## config.mk

```make
export PLATFORM = sky130hd
export DESIGN_NAME = flash_status_gen
export DESIGN_NICKNAME = d
export VERILOG_FILES = /design/src/rtl/fsb_pkg.sv /design/src/rtl/fsb_guard_timer.sv /design/src/rtl/fsb_toggle_cell.sv /design/src/rtl/fsb_status_mux.sv /design/src/rtl/flash_status_gen.sv
export SDC_FILE = /design/constraint.sdc
export NUM_CORES = 1
export LEC_CHECK = 0
export ABC_CLOCK_PERIOD_IN_PS = 1600
export BUFFER_PORTS_ARGS = -buffer_cell sky130_fd_sc_hd__buf_4
export CAP_MARGIN = 20
export CELL_PAD_IN_SITES_DETAIL_PLACEMENT = 2
export CELL_PAD_IN_SITES_GLOBAL_PLACEMENT = 2
export CORE_ASPECT_RATIO = 0.7
export CORE_MARGIN = 2
export CORE_UTILIZATION = 26
export CTS_BUF_LIST = sky130_fd_sc_hd__clkbuf_8
export CTS_CLUSTER_SIZE = 14
export DETAILED_ROUTE_END_ITERATION = 8
export PLACE_DENSITY_LB_ADDON = 0.1
export SLEW_MARGIN = 25
export SYNTH_ARGS = -nofsm -noshare
export SYNTH_HDL_FRONTEND = slang
export SYNTH_SLANG_ARGS = --single-unit
```

## constraint.sdc

```tcl
create_clock -name clk -period 1.6 [get_ports clk]
set_input_delay 0.32 -clock clk [delete_from_list [all_inputs] [get_ports clk]]
set_output_delay 0.32 -clock clk [all_outputs]
set_load 0.02 [all_outputs]
```

## src/rtl/fsb_pkg.sv

```systemverilog
package fsb_pkg;
  typedef enum logic [1:0] {
    SRC_ARRAY = 2'd0,
    SRC_PROG  = 2'd1,
    SRC_ERASE = 2'd2,
    SRC_SUSP  = 2'd3
  } src_t;

  localparam int POLL_BIT  = 7;
  localparam int TOG1_BIT  = 6;
  localparam int LIMIT_BIT = 5;
  localparam int TIMER_BIT = 3;
  localparam int TOG2_BIT  = 2;
endpackage

```

## src/rtl/fsb_guard_timer.sv

```systemverilog
module fsb_guard_timer #(
  parameter int CYCLES = 200
) (
  input  logic clk,
  input  logic rst,
  input  logic start,
  output logic active
);
  localparam int CW = $clog2(CYCLES + 1);
  logic [CW-1:0] cnt;

  always_ff @(posedge clk) begin
    if (rst) cnt <= '0;
    else if (start) cnt <= CW'(CYCLES);
    else if (cnt != '0) cnt <= cnt - 1'b1;
  end

  assign active = (cnt != '0);
endmodule

```

## src/rtl/fsb_toggle_cell.sv

```systemverilog
module fsb_toggle_cell (
  input  logic clk,
  input  logic rst,
  input  logic rise,
  input  logic en,
  output logic q_nxt
);
  logic q;
  assign q_nxt = q ^ (rise & en);

  always_ff @(posedge clk) begin
    if (rst) q <= 1'b0;
    else q <= q_nxt;
  end
endmodule

```

## src/rtl/fsb_status_mux.sv

```systemverilog
module fsb_status_mux
  import fsb_pkg::*;
#(
  parameter int DW = 8
) (
  input  src_t          src,
  input  logic [DW-1:0] prog_data,
  input  logic [DW-1:0] array_data,
  input  logic          timeout,
  input  logic          erase_started,
  input  logic          tog1,
  input  logic          tog2,
  output logic [DW-1:0] byte_out
);
  always_comb begin
    byte_out = '0;
    unique case (src)
      SRC_PROG: begin
        byte_out[POLL_BIT]  = ~prog_data[POLL_BIT];
        byte_out[TOG1_BIT]  = tog1;
        byte_out[LIMIT_BIT] = timeout;
      end
      SRC_ERASE: begin
        byte_out[POLL_BIT]  = 1'b0;
        byte_out[TOG1_BIT]  = tog1;
        byte_out[LIMIT_BIT] = timeout;
        byte_out[TIMER_BIT] = erase_started;
        byte_out[TOG2_BIT]  = tog2;
      end
      SRC_SUSP: begin
        byte_out[TOG1_BIT]  = tog1;
        byte_out[TOG2_BIT]  = tog2;
      end
      default: byte_out = array_data;
    endcase
  end
endmodule

```

## src/rtl/flash_status_gen.sv

```systemverilog
module flash_status_gen
  import fsb_pkg::*;
#(
  parameter int DW           = 8,
  parameter int GUARD_CYCLES = 200
) (
  input  logic          clk,
  input  logic          rst,
  input  logic          busy,
  input  logic          op_erase,
  input  logic          esusp,
  input  logic          timeout,
  input  logic          erase_started,
  input  logic          sel_hit,
  input  logic          prot_hit,
  input  logic [DW-1:0] prog_data,
  input  logic [DW-1:0] array_data,
  input  logic          rd_stb,
  output logic [DW-1:0] dout
);
  localparam int NTOG = 2;

  logic rd_q, rd_rise, guard_on;
  src_t src;
  logic [NTOG-1:0] tog_en, tog_nxt;
  logic [DW-1:0] byte_nxt;

  always_ff @(posedge clk) begin
    if (rst) rd_q <= 1'b0;
    else rd_q <= rd_stb;
  end
  assign rd_rise = rd_stb & ~rd_q;

  fsb_guard_timer #(.CYCLES(GUARD_CYCLES)) u_guard (
    .clk(clk), .rst(rst), .start(prot_hit), .active(guard_on)
  );

  // Source priority: running algorithm, protected-program guard, suspend, array.
  always_comb begin
    if (busy) src = op_erase ? SRC_ERASE : SRC_PROG;
    else if (guard_on) src = SRC_PROG;
    else if (esusp && sel_hit) src = SRC_SUSP;
    else src = SRC_ARRAY;
  end

  // Index 0: toggle on every read while running; index 1: erase-sector toggle.
  assign tog_en[0] = busy | guard_on;
  assign tog_en[1] = sel_hit & ((busy & op_erase) | (esusp & ~busy));

  genvar g;
  generate
    for (g = 0; g < NTOG; g++) begin : g_tog
      fsb_toggle_cell u_cell (
        .clk(clk), .rst(rst), .rise(rd_rise), .en(tog_en[g]), .q_nxt(tog_nxt[g])
      );
    end
  endgenerate

  fsb_status_mux #(.DW(DW)) u_mux (
    .src(src), .prog_data(prog_data), .array_data(array_data),
    .timeout(timeout), .erase_started(erase_started),
    .tog1(tog_nxt[0]), .tog2(tog_nxt[1]), .byte_out(byte_nxt)
  );

  always_ff @(posedge clk) begin
    if (rst) dout <= '0;
    else dout <= byte_nxt;
  end
endmodule

```

==> out/results.txt <==
Clock Latency Late Sink: 0.26 ns
WHS: 0.269 ns
post-route setup slack: -0.128 ns
CP Capture Type: register
initial antenna violation count: 0
sequential share of the synthesized area: 0.425
NumNets Final: 166
PwrDens: 964 nW/um^2
peak supply drop: 485 uV
Sw Share: 0.319
Sink Count: 19
DRC viols: 0
total CTS buffers: 3
Synth area leader: dfxtp_1
CTS Buffer Depth: 2
Initial Utilization: 0.279
Comb power frac: 0.359
Vias: 871
H-tree depth: 1
post-synth top area share: 0.425
Slew Viols, Final: 0
I/O Pins: 34
RSZ-0062 raised after global routing: true
ranking of synthesized cells by area: dfxtp_1 42%, xnor2_1 4.9%, nor4_1 3.5%
ratio of cells with drive above 1 in the final layout: 0.555
status: finished with violations
Root Driver: clkbuf_8
Critical Path Fanout Max: 3
hpwl dp: 2020 microns
FF+latch count, synth: 19
Post-synth EDFFs: 0
drt pass-1 iters: 2
Final setup viols: 15
Layout area overhead: 60.2%
Post-synth ARST share: 0
Int Pwr: 0.943 mW
total track usage: 0.166
CTS tree: done
gp weighted congestion: 0.724
Post-Route WL: 2780 microns
grt total ovfl: 0
syn nets: 121
first-pass GRT wire length: 4600 microns
Die Ht: 53.1 microns
clock power share: 0.250
Sequential Power Share: 0.392
Cell Area, Synth: 896 sq um
Syn. warnings: 0
fmax: 0.579 GHz
Most used DFF post-synth: dfxtp_1
pin count of the biggest net entering global routing: 18
normalized max-slew margin: 0.704
startpoint types: register
Critical Path RT: 1.75 ns
Leakage: 0.575 nW
Rows: 17
commonest non-fill, non-tap cell in the layout: buf_4
initial DRC count: 5
Fin. Hold Viols: 0
P_sw: 0.441 mW
final worst path period need: 1.73 ns
Unique masters post-synth: 34
Detail Route Antenna Nets: 0
critical path arrival: 1.88 ns
drt wl/cell: 15.1 microns
die area: 3940 sq um
Worst-Margin Slew: 0.438 ns
clk slew on worst S/H paths: 0.07 ns
final clock skew: 0.00103 ns
CP peak stage delay: 0.57 ns
crit-path cells: or4_4 -> buf_6 -> buf_4 -> nor4_4 -> mux2i_1 -> a21oi_1
antenna cells: 0
commonest cells after routing, fill and taps aside: 41 x buf_4, 18 x dfxtp_1, 5 x nand2_1, 5 x nor2_1, 5 x xnor2_1
synthesized area per cell: 9.63 sq um
Tot Pwr: 1.38 mW
Port-buffer cells: 26
Largest delay share family, worst path: simple AND/OR/NAND/NOR gates
width of the die: 74.2 microns
FILL cells: 338
worst path buffer plus inverter count: 2
failing checks: negative setup slack
core area: 3210 sq um
cell count after synthesis: 93
worst min path class: input pin to register
final period utilization: 1.08
vias in the first global route: 959
Max-Cap Viols: 0
class of the most critical setup path: register to register
Slowest-stage cell, CP: or4_4
vias per cell: 4.73
metal layers:
layer	track usage	part of all wire	vias up
li1	-	-	428
met1	0.192	0.45	419
met2	0.293	0.49	20
met3	0.0457	0.041	4
met4	0.0636	0.011	0
met5	0	0	-
sequential cells by signal, summed over array words and instances (netlist names):
register        count
u_guard.cnt         8
dout                8
g_tog.u_cell.q      2
rd_q                1
cell families after synthesis:
family                   share of synthesized area
XOR/XNOR                                    0.0587
multiplexers                                0.0349
buffers and inverters                       0.0321
adder cells (fa/ha/maj)                     0.0279
AND/OR/NAND/NOR                              0.299
flip-flops                                   0.425
AO/OA/AOI/OAI                                0.123
final timing paths:
kind	start	end	slack, ns	cells past startpoint
setup / recovery	u_guard.cnt[3]	u_guard.cnt[7]	-0.13	6
hold / removal	array_data[4]	dout[4]	0.27	2
setup reg to reg	u_guard.cnt[3]	u_guard.cnt[7]	-0.13	6
hold reg to reg	g_tog[0].u_cell.q	g_tog[0].u_cell.q	0.54	2
per-stage QoR:
step	TNS (ns)	util	std cells	cell area [sq um]	worst slack, ns
after floorplan	-0.571	-	93	905	-0.127
after global placement	-1.27	0.389	177	1250	-0.155
after detailed placement	-1.34	0.389	177	1250	-0.181
after CTS	-1.66	0.436	184	1400	-0.177
after global routing	-2.62	0.447	184	1440	-0.229
final	-1.34	0.447	184	1440	-0.128
cells in the mapped netlist, types with 2 or more instances:
library cell,instances
nor2_1,5
a2111oi_2,2
mux2i_1,2
o21ai_0,2
nand4b_1,2
nand3_1,4
dfxtp_1,19
buf_2,2
ha_1,2
nor4_1,5
xnor2_1,5
and2_1,2
a21oi_1,6
inv_1,4
nand2_1,7
and2_2,2
or4_4,2
a31oi_1,4
final cells by class:
type	count	area [sq um]	share of cell area
sequential	19	382	0.266
timing repair buffer	43	330	0.230
clock buffer	3	41.3	0.0288
tap	47	58.8	0.0410
inverter	4	15.0	0.0105
multi-input combinational	67	603	0.420
clock inverter	1	5.00	0.00349
what timing repair did:
| item | 4_1_cts | 5_1_grt |
|---|---|---|
| gates resized for setup | 16 | 6 |
| hold buffers | 0 | 0 |
| setup endpoints to repair | 16 | 16 |
| hold endpoints to repair | 0 | 0 |
| setup buffers | 3 | 0 |
| pin swaps | 16 | 2 |
power by group through the flow:
| stage | Combinational (mW) | Clock, mW | Sequential [mW] |
|---|---|---|---|
| 4_1_cts | 0.479 | 0.362 | 0.543 |
| 3_3_place_gp | 0.400 | 0 | 0.548 |
| 5_1_grt | 0.544 | 0.381 | 0.548 |
| 3_5_place_dp | 0.409 | 0 | 0.552 |
| 2_1_floorplan | 0.218 | 0 | 0.567 |
| 6_report | 0.496 | 0.345 | 0.542 |
No activity file was read; power rests on OpenSTA's default activity.
